===== src/rtl/lane_remap_pkg.sv =====
package lane_remap_pkg;

  // Logical data lanes and physical slots (data lanes plus one clock lane).
  parameter int unsigned LANES     = 4;
  parameter int unsigned PHY_LANES = LANES + 1;
  parameter int unsigned IDX_W     = $clog2(PHY_LANES);
  parameter int unsigned CNT_W     = $clog2(LANES + 1);

  // Strobes from the configuration checker to the datapath.
  typedef struct packed {
    logic [LANES-1:0]            laneEn;
    logic [LANES-1:0]            laneInv;
    logic [LANES-1:0][IDX_W-1:0] laneSel;
  } remap_ctrl_t;

endpackage


===== src/rtl/lane_remap_ctrl.sv =====
module lane_remap_ctrl
  import lane_remap_pkg::*;
(
  input  logic                   clk,
  input  logic                   rstN,
  input  logic [IDX_W-1:0]       cfgClkLane,
  input  logic [LANES*IDX_W-1:0] cfgDataLane,
  input  logic                   cfgPolValid,
  input  logic [LANES:0]         cfgPolarity,
  input  logic [CNT_W-1:0]       cfgLaneCount,
  output remap_ctrl_t            ctrl,
  output logic                   cfgError
);

  localparam logic [IDX_W-1:0] LAST_IDX = IDX_W'(PHY_LANES - 1);
  localparam logic [CNT_W-1:0] MAX_CNT  = CNT_W'(LANES);

  logic [IDX_W-1:0] fieldSel [LANES];
  logic [LANES-1:0] laneActive;
  logic             anyBad;

  // Split the packed table and mark which logical lanes are in use.
  for (genvar gi = 0; gi < LANES; gi++) begin : g_field
    assign fieldSel[gi]   = cfgDataLane[gi*IDX_W +: IDX_W];
    assign laneActive[gi] = (CNT_W'(gi) < cfgLaneCount);
  end

  // Table consistency: range, clock collision, duplicate among active lanes.
  always_comb begin
    anyBad = (cfgLaneCount == '0) || (cfgLaneCount > MAX_CNT) ||
             (cfgClkLane > LAST_IDX);
    for (int i = 0; i < LANES; i++) begin
      if (laneActive[i]) begin
        if (fieldSel[i] > LAST_IDX)    anyBad = 1'b1;
        if (fieldSel[i] == cfgClkLane) anyBad = 1'b1;
        for (int j = 0; j < i; j++) begin
          if (fieldSel[j] == fieldSel[i]) anyBad = 1'b1;
        end
      end
    end
  end

  assign cfgError = anyBad;

  for (genvar gi = 0; gi < LANES; gi++) begin : g_strobe
    assign ctrl.laneEn[gi]  = laneActive[gi] & ~anyBad;
    assign ctrl.laneInv[gi] = cfgPolValid & cfgPolarity[gi+1];
    assign ctrl.laneSel[gi] = fieldSel[gi];
  end

  // Enabled lanes never share a slot and never take the clock slot.
  for (genvar ga = 0; ga < LANES; ga++) begin : g_chk_a
    p_clk_apart_r6: assert property (@(posedge clk) disable iff (!rstN)
      ctrl.laneEn[ga] |-> (ctrl.laneSel[ga] != cfgClkLane));
    for (genvar gb = ga + 1; gb < LANES; gb++) begin : g_chk_b
      p_distinct_r6: assert property (@(posedge clk) disable iff (!rstN)
        (ctrl.laneEn[ga] && ctrl.laneEn[gb]) |->
          (ctrl.laneSel[ga] != ctrl.laneSel[gb]));
    end
  end

endmodule


===== src/rtl/lane_remap_dp.sv =====
module lane_remap_dp
  import lane_remap_pkg::*;
#(
  parameter int unsigned BYTE_W = 8
) (
  input  logic                      clk,
  input  logic                      rstN,
  input  logic [PHY_LANES*BYTE_W-1:0] phyData,
  input  logic [PHY_LANES-1:0]      phyValid,
  input  remap_ctrl_t               ctrl,
  output logic [LANES*BYTE_W-1:0]   logData,
  output logic [LANES-1:0]          logValid
);

  for (genvar gi = 0; gi < LANES; gi++) begin : g_lane
    logic [BYTE_W-1:0] pickData;
    logic              pickValid;

    always_comb begin
      pickData  = '0;
      pickValid = 1'b0;
      for (int p = 0; p < PHY_LANES; p++) begin
        if (ctrl.laneSel[gi] == IDX_W'(p)) begin
          pickData  = phyData[p*BYTE_W +: BYTE_W];
          pickValid = phyValid[p];
        end
      end
    end

    always_ff @(posedge clk or negedge rstN) begin
      if (!rstN) begin
        logData[gi*BYTE_W +: BYTE_W] <= '0;
        logValid[gi]                 <= 1'b0;
      end else if (ctrl.laneEn[gi]) begin
        logData[gi*BYTE_W +: BYTE_W] <= pickData ^ {BYTE_W{ctrl.laneInv[gi]}};
        logValid[gi]                 <= pickValid;
      end else begin
        logData[gi*BYTE_W +: BYTE_W] <= '0;
        logValid[gi]                 <= 1'b0;
      end
    end

    // Valid tracks the chosen slot one edge later.
    p_valid_follow_r8: assert property (@(posedge clk) disable iff (!rstN)
      (ctrl.laneEn[gi] && phyValid[ctrl.laneSel[gi]]) |=> logValid[gi]);
    p_valid_drop_r8: assert property (@(posedge clk) disable iff (!rstN)
      (ctrl.laneEn[gi] && !phyValid[ctrl.laneSel[gi]]) |=> !logValid[gi]);
  end

endmodule


===== src/rtl/lane_remap.sv =====
module lane_remap
  import lane_remap_pkg::*;
#(
  parameter int unsigned BYTE_W = 8
) (
  input  logic                        clk,
  input  logic                        rstN,
  input  logic [PHY_LANES*BYTE_W-1:0] phyData,
  input  logic [PHY_LANES-1:0]        phyValid,
  input  logic [IDX_W-1:0]            cfgClkLane,
  input  logic [LANES*IDX_W-1:0]      cfgDataLane,
  input  logic                        cfgPolValid,
  input  logic [LANES:0]              cfgPolarity,
  input  logic [CNT_W-1:0]            cfgLaneCount,
  output logic [LANES*BYTE_W-1:0]     logData,
  output logic [LANES-1:0]            logValid,
  output logic                        cfgError,
  output logic                        clkLaneInv
);

  remap_ctrl_t ctrl;

  lane_remap_ctrl u_ctrl (
    .clk          (clk),
    .rstN         (rstN),
    .cfgClkLane   (cfgClkLane),
    .cfgDataLane  (cfgDataLane),
    .cfgPolValid  (cfgPolValid),
    .cfgPolarity  (cfgPolarity),
    .cfgLaneCount (cfgLaneCount),
    .ctrl         (ctrl),
    .cfgError     (cfgError)
  );

  lane_remap_dp #(.BYTE_W(BYTE_W)) u_dp (
    .clk      (clk),
    .rstN     (rstN),
    .phyData  (phyData),
    .phyValid (phyValid),
    .ctrl     (ctrl),
    .logData  (logData),
    .logValid (logValid)
  );

  assign clkLaneInv = cfgPolValid & cfgPolarity[0];

  p_err_idle_r6: assert property (@(posedge clk) disable iff (!rstN)
    cfgError |=> (logValid == '0) && (logData == '0));

  for (genvar gi = 0; gi < LANES; gi++) begin : g_unused
    p_unused_idle_r7: assert property (@(posedge clk) disable iff (!rstN)
      (CNT_W'(gi) >= cfgLaneCount) |=> !logValid[gi]);
  end

endmodule


===== config.mk =====
export PLATFORM = sky130hd
export DESIGN_NAME = lane_remap
export DESIGN_NICKNAME = d
export VERILOG_FILES = /design/src/rtl/lane_remap_pkg.sv /design/src/rtl/lane_remap_ctrl.sv /design/src/rtl/lane_remap_dp.sv /design/src/rtl/lane_remap.sv
export SDC_FILE = /design/constraint.sdc
export NUM_CORES = 1
export LEC_CHECK = 0
export CAP_MARGIN = 25
export CORE_MARGIN = 5
export CORE_UTILIZATION = 48
export DETAILED_ROUTE_END_ITERATION = 7
export PLACE_DENSITY = 0.82
export SYNTH_ARGS = -nofsm -noshare
export SYNTH_HDL_FRONTEND = slang
export SYNTH_SLANG_ARGS = --single-unit

===== constraint.sdc =====
create_clock -name clk -period 3.95 [get_ports clk]
set_input_delay 0.9875 -clock clk [delete_from_list [all_inputs] [get_ports clk]]
set_output_delay 0.9875 -clock clk [all_outputs]
set_load 0.05 [all_outputs]

==> metrics.md, run 1 <==
| Metric | Value |
|---|---|
| Diodes inserted | 0 |
| Tmin final | 3.87 ns |
| Routed vias | 3413 |
| Critical Path RT | 2.96 ns |
| Fraction of layout cells with a size suffix above 1 | 18.1% |
| Met1 wire length | between 4 and 5 mm |
| Met2 wire len | 5.14 mm |
| Register area | roughly 900 um^2 |
| #FFs+latches synth | 36 |
| Area Overhead vs Synth | 39.1% |
| Initial antenna violation count | 0 |
| Num CTS Buffers | 5 |
| Adder-cell area share of the yosys netlist | 0% |
| Filler Cell Count | 573 |
| Sinks on Clock Net | 36 |
| Core area | 0.00725 mm^2 |
| WS Path Type | input port to output pin |
| Routability cong. | 0.912 |
| Leakage | 1.96 nW |
| Setup ws final | 0.0790 ns |
| Main combinational cell family by area after synthesis | multiplexers |
| Layout Nets | 546 |
| Mapped Cells | 357 |
| Worst path arrival time | 2.88 ns |
| Global-route wire length before repair | 16.9 mm |
| Sequential area share after synthesis | 25.2% |
| Simple-gate share of the synthesized area | between 10 and 15% |
| Die Span X | about 96 um |
| Gr usage total | 23.5% |
| Endpoints failing setup | 0 |
| Highest routing layer actually used | met4 |
| Pre-CTS setup slack | -0.0310 ns |
| Multi-input logic area | 0.00241 mm^2 |
| Post-route ant nets | 0 |
| Most common cell after layout, fill and taps aside | clkdlybuf4s50_1 |
| Worst Hold Class | input port to async pin |
| Type of origin of the critical path | input port |
| Met3 wire len | roughly 990 um |
| Max Clock Freq | 0.258 GHz |
| Area after DPL | 0.00482 mm^2 |
| Largest net degree at the start of global routing | 37 |
| Final Cycle Share | 98.0% |
| Die footprint | just over 0.009 mm^2 |
| Syn Area/Cell | about 10 um^2 |
| IO Port Bufs | 108 |
| Hold-fix buffers, CTS | 0 |
| DRC viols | 0 |
| Clk pin slew, worst setup/hold paths | 0.07 ns |
| Worst vdd ir | around 0.00012 V |
| DP HPWL | slightly below 9 mm |
| Origin of the worst setup path | cfgDataLane[0] |
| Number of global-route vias before repair | 3352 |
| CTS tree | built |
| Max Cap Viol | 0 |
| Slew headroom | 56.1% |
| Final Cell Area | a little under 0.005 mm^2 |
| Post-Synth XOR/XNOR Area | between 10% and 20% |
| Core Rows | 31 |
| DRT Pass-1 Iters | 4 |
| Run status | completed |
| Initial core utilization | between 40% and 50% |
| Crit-path max FO | 4 |
| Max-slew violations | 0 |
| Avg Vias per Cell | 5.95 |
| IO Count | 109 |
| Grt total ovfl | 0 |
| Avg WL per Cell | 18.7 um |
| YS warnings | 0 |
| Mapped Area | 0.00357 mm^2 |
| Most frequent cells in the layout | clkdlybuf4s50_1, mux2i_1, xnor2_1 |
| Cells along the critical path | clkdlybuf4s50_1, inv_1, mux2_2, o22a_1, o22ai_4, nand2b_1, or3_4, buf_12 |
| Multiplexer share of the synthesized area | 21.4% |
| Slowest-stage cell, CP | clkdlybuf4s50_1 |
| CP Capture Type | output pin |
| Setup TNS | 0 ns |
| Initial DRC count | 220 |
| Max clock buf depth | 2 |
| Syn Nets | 428 |
| Endpoints failing hold | 0 |
| Yosys cell types | 51 |
| Least-Margin Pin Slew | 0.655 ns |
| Critical path's largest stage delay | 0.56 ns |
| Htree depth | 2 |
| Post-synthesis compound-gate area fraction | 17.7% |
| Root Driver | clkbuf_8 |
| Total wire length | 10.7 mm |
| RSZ-0062 raised after global routing | no |
| Chip Height | 96.3 um |
| PD cells | 224 mW/mm^2 |
Yosys cell counts, drive strengths merged:
| library cell | n | area, um^2 |
|---|---|---|
| mux2i | 46 | 460 |
| xnor2 | 44 | 385 |
| dfrtp | 36 | 901 |
| buf | 33 | 233 |
| nor4 | 33 | 269 |
| o21ai | 25 | 125 |
| o221ai | 21 | 184 |
| nand2 | 14 | 52.6 |
| mux4 | 13 | 293 |
| a22oi | 11 | 82.6 |
| nor3 | 11 | 65.1 |
| nand3 | 9 | 45.0 |
| xor2 | 9 | 78.8 |
| a21oi | 7 | 35.0 |
| clkbuf | 6 | 23.8 |
| or3 | 4 | 25.0 |
| inv | 3 | 13.8 |
| nor2 | 3 | 11.3 |
| a21o | 2 | 15.0 |
| a31oi | 2 | 27.5 |
| and2 | 2 | 12.5 |
| nand2b | 2 | 12.5 |
| o2111ai | 2 | 35.0 |
| o22ai | 2 | 26.3 |
| o31a | 2 | 17.5 |
| o31ai | 2 | 28.8 |
| or2 | 2 | 12.5 |
| a311o | 1 | 10.0 |
| clkinv | 1 | 3.75 |
| mux2 | 1 | 11.3 |
| nand3b | 1 | 7.51 |
| nor2b | 1 | 6.26 |
| nor3b | 1 | 7.51 |
| nor4b | 1 | 8.76 |
| o2111a | 1 | 11.3 |
| o22a | 1 | 8.76 |
| o2bb2ai | 1 | 15.0 |
| o32a | 1 | 10.0 |
power by group:
group,internal (mW),switching [mW]
clock network,0.119,0.112
registers,0.373,0.00113
logic,0.239,0.267
total,0.732,0.380
through the flow:
step | total power, mW | instances | hold WS, ns | util (%)
2_1_floorplan | 0.701 | 357 | 0.692 | -
3_3_place_gp | 0.862 | 562 | 1.42 | 66.4
3_5_place_dp | 0.872 | 562 | 1.45 | 66.4
4_1_cts | 1.11 | 569 | 1.14 | 67.6
5_1_grt | 1.17 | 574 | 1.18 | 68.5
6_report | 1.11 | 574 | 1.12 | 68.5
routing by layer:
metal  up-vias  global-route usage, %
met2       178                   37.0
met3        20                   5.00
met1      1607                   32.2
li1       1608                      -
met4         0                   6.99
met5         -                      0
final cells by class:
class	instances	share of cell area, %
flip-flops and latches	36	18.1
well taps	99	2.49
clock buffers	6	1.46
clock inverters	1	0.101
inverters	4	0.353
multi-input cells	278	48.4
repair buffers	150	29.0
critical path, delay by kind of cell:
kind / cells / cell delay [ns]
compound gates: 2 / 0.35
buf+inv: 3 / 0.80
mux: 1 / 0.26
simple gates: 2 / 0.48
path summary, 6_finish.rpt:
kind | to | slack, ns
max | cfgError | 0.08
min | u_dp.logValid[1] | 1.12
max in group asynchronous | u_dp.logData[26] | 2.52
min in group clk | u_dp.logValid[3] | 1.45
cells by family (layout without fill, tap and decap cells):
group | count (synthesis) | after routing
AO/OA/AOI/OAI | 81 | 81
XOR/XNOR | 53 | 53
buffers and inverters | 43 | 161
flip-flops | 36 | 36
multiplexers | 60 | 60
AND/OR/NAND/NOR | 84 | 84
state kept, by name (all words and copies together), names as in the netlist:
register	cells
u_dp.logData	32
u_dp.logValid	4
what timing repair did:
| action | CTS | global route |
|---|---|---|
| pin swaps | 0 | 3 |
| setup endpoints to repair | 1 | 1 |
| buffers inserted | 0 | 5 |
| gates resized for setup | 2 | 9 |
(Power assumes the default switching activity.)
==> run 2, diff against run 1 <==
MAX_ROUTING_LAYER = met4   (was default)
==> run 2 against run 1 <==
Cell area shrank 0.91%. Largest cell class unchanged. Utilization shrank 0.62 points. Critical endpoint unchanged. Worst setup slack lost 0.022 ns. Count of clock-buffer cells in the layout is the same. Hold slack lost 0.0016 ns. Cell count shrank 0.52%. Routed wire length grew 1.7%. Largest power group unchanged. Highest routed layer unchanged. Global-route usage grew 1.4 points. Via count grew 2.3%.
==> metrics.md, run 2 (synthesis gave the netlist of run 1 again) <==
| Metric | Value |
|---|---|
| Fraction of layout cells with a size suffix above 1 | 18.0% (-0.097 points) |
| Post-route ant nets | 0 (unchanged) |
| Gr usage total | 24.8% (+1.4 points) |
| CTS tree | built |
| Worst vdd ir | 0.000112 V (-3.4%) |
| Core area | 0.00725 mm^2 (unchanged) |
| Type of origin of the critical path | input port |
| Crit-path max FO | 10 (+6) |
| Die Span X | 96.3 um (unchanged) |
| Max clock buf depth | 2 (unchanged) |
| Most common cell after layout, fill and taps aside | clkdlybuf4s50_1 |
| Slew headroom | 57.0% (+0.92 points) |
| PD cells | 226 mW/mm^2 (+0.98%) |
| Avg WL per Cell | 19.1 um (+2.3%) |
| Setup ws final | 0.0573 ns (-0.0217 ns) |
| CP Capture Type | output pin |
| Sw frac | 34.7% (+0.51 points) |
| Die footprint | 0.00926 mm^2 (unchanged) |
| Endpoints failing setup | 0 (unchanged) |
| Max Cap Viol | 0 (unchanged) |
| Initial DRC count | 285 (+30%) |
| IO Port Bufs | 108 (unchanged) |
| Max Clock Freq | 0.257 GHz (-0.56%) |
| Htree depth | 2 (unchanged) |
| Critical Path RT | 2.96 ns (about the same) |
| Run status | completed |
| Sequential share of power | 33.7% (about the same) |
| Total wire length | 10.9 mm (+1.7%) |
| Multi-input logic area | 0.00241 mm^2 (+0.21%) |
| Largest net degree at the start of global routing | 37 (unchanged) |
| WS Path Type | input port to output pin |
| Initial antenna violation count | 0 (unchanged) |
| Initial core utilization | 49.2% (unchanged) |
| Grt total ovfl | 0 (unchanged) |
| Number of global-route vias before repair | 3401 (+1.5%) |
| Worst path arrival time | 2.91 ns (+0.03 ns) |
| P_int | 0.727 mW (-0.72%) |
| Diodes inserted | 0 (unchanged) |
| Leakage | 1.93 nW (-1.6%) |
| CP top delay family | buffers and inverters |
| Least-Margin Pin Slew | 0.641 ns (-0.0138 ns) |
| Largest register by flop count | u_dp.logData |
| Tmin final | 3.89 ns (+0.0217 ns) |
| Root Driver | clkbuf_8 |
| Register area | 901 um^2 (unchanged) |
| Pre-CTS setup slack | -0.106 ns (-0.0752 ns) |
| Area Overhead vs Synth | 37.9% |
| Sinks on Clock Net | 36 (unchanged) |
| Max FFs per register | 32 (unchanged) |
| Most frequent cells in the layout | clkdlybuf4s50_1, mux2i_1, xnor2_1 |
| Filler Cell Count | 562 (-1.9%) |
| Chip Height | 96.3 um (unchanged) |
| Non-filler instance count after layout | 571 (-0.52%) |
| DRC viols | 0 (unchanged) |
| Switching power | 0.386 mW (+1.6%) |
| Routed vias | 3493 (+2.3%) |
| Post-CTS setup buffer count | 0 (unchanged) |
| Worst Hold Class | input port to async pin |
| Endpoints failing hold | 0 (unchanged) |
| IO Count | 109 (unchanged) |
| Core Rows | 31 (unchanged) |
| Top Registers | u_dp.logData (32), u_dp.logValid (4) |
| DP HPWL | 8.82 mm (+2.1%) |
| Global-route wire length before repair | 17.5 mm (+3.4%) |
| Logic pwr share | 45.1% (-0.4 points) |
| Slowest-stage cell, CP | clkdlybuf4s50_1 |
| Critical path's largest stage delay | 0.47 ns (-0.09 ns) |
| Routability cong. | 0.905 (-0.76%) |
| Layout Nets | 543 (-0.55%) |
| Clk pin slew, worst setup/hold paths | 0.06 ns (about the same) |
| Num CTS Buffers | 5 (unchanged) |
| Hold_ws | 1.12 ns (-0.00162 ns) |
| Cells along the critical path | clkdlybuf4s50_1, buf_6, xor2_1, a21oi_1, o22a_1, o22ai_4, nand2b_1, or3_4, buf_12 |
| Hold-fix buffers, CTS | 0 (unchanged) |
| DRT Pass-1 Iters | 5 (+1) |
| WP buf/inv | 3 (unchanged) |
| Max-slew violations | 0 (unchanged) |
| Placed insts | 564 (+0.36%) |
| Avg Vias per Cell | 6.12 (+2.9%) |
| Clk pwr share | 21.2% (+0.4 points) |
| Final Cycle Share | 98.5% (+0.55 points) |
run 2: cell type report:
cell class / count / area share [%]
Multi-Input combinational cell: 278 / 49.0
Sequential cell: 36 / 18.3
Clock inverter: 1 / 0.102
Timing Repair Buffer: 147 / 28.3
Clock buffer: 6 / 1.47
Inverter: 4 / 0.356
Tap cell: 99 / 2.52
run 2: path summary, 6_finish.rpt:
| kind | start | to | slack (ns) | cells after the start |
|---|---|---|---|---|
| setup / recovery | cfgClkLane[1] | cfgError | 0.06 | 9 |
| hold / removal | rstN | u_dp.logData[7] | 1.12 | 2 |
| max in group asynchronous | rstN | u_dp.logData[26] | 2.53 | 2 |
| min in group clk | cfgDataLane[1] | u_dp.logValid[0] | 1.39 | 4 |
run 2: power groups by stage:
| stage | sequential (mW) | clock (mW) | combinational (mW) |
|---|---|---|---|
| global placement | 0.381 | 0 | 0.481 |
| finish | 0.375 | 0.236 | 0.502 |
| CTS | 0.375 | 0.239 | 0.495 |
| global route | 0.375 | 0.255 | 0.538 |
| detailed placement | 0.382 | 0 | 0.493 |
| floorplan | 0.398 | 0 | 0.303 |
run 2: metrics by stage:
stage | TNS (ns) | total power [mW] | utilization, % | area (um^2)
floorplan | 0 | 0.701 | - | 3570
global placement | -0.000653 | 0.862 | 66.5 | 4820
detailed placement | -0.106 | 0.875 | 66.5 | 4820
CTS | 0 | 1.11 | 67.6 | 4900
global route | -0.00461 | 1.17 | 67.9 | 4920
finish | 0 | 1.11 | 67.9 | 4920
run 2: layer usage:
metal / global-route usage, % / routed length, um / share of wire [%]
met1: 32.5 / 4510 / 41
met2: 39.0 / 5250 / 48
met3: 5.16 / 971 / 8.9
met4: 6.87 / 184 / 1.7
met5: - / 0 / 0
run 2: timing repair:
action	CTS	global route
resized for setup	3	7
setup endpoints to repair	1	1
pin swaps	0	2
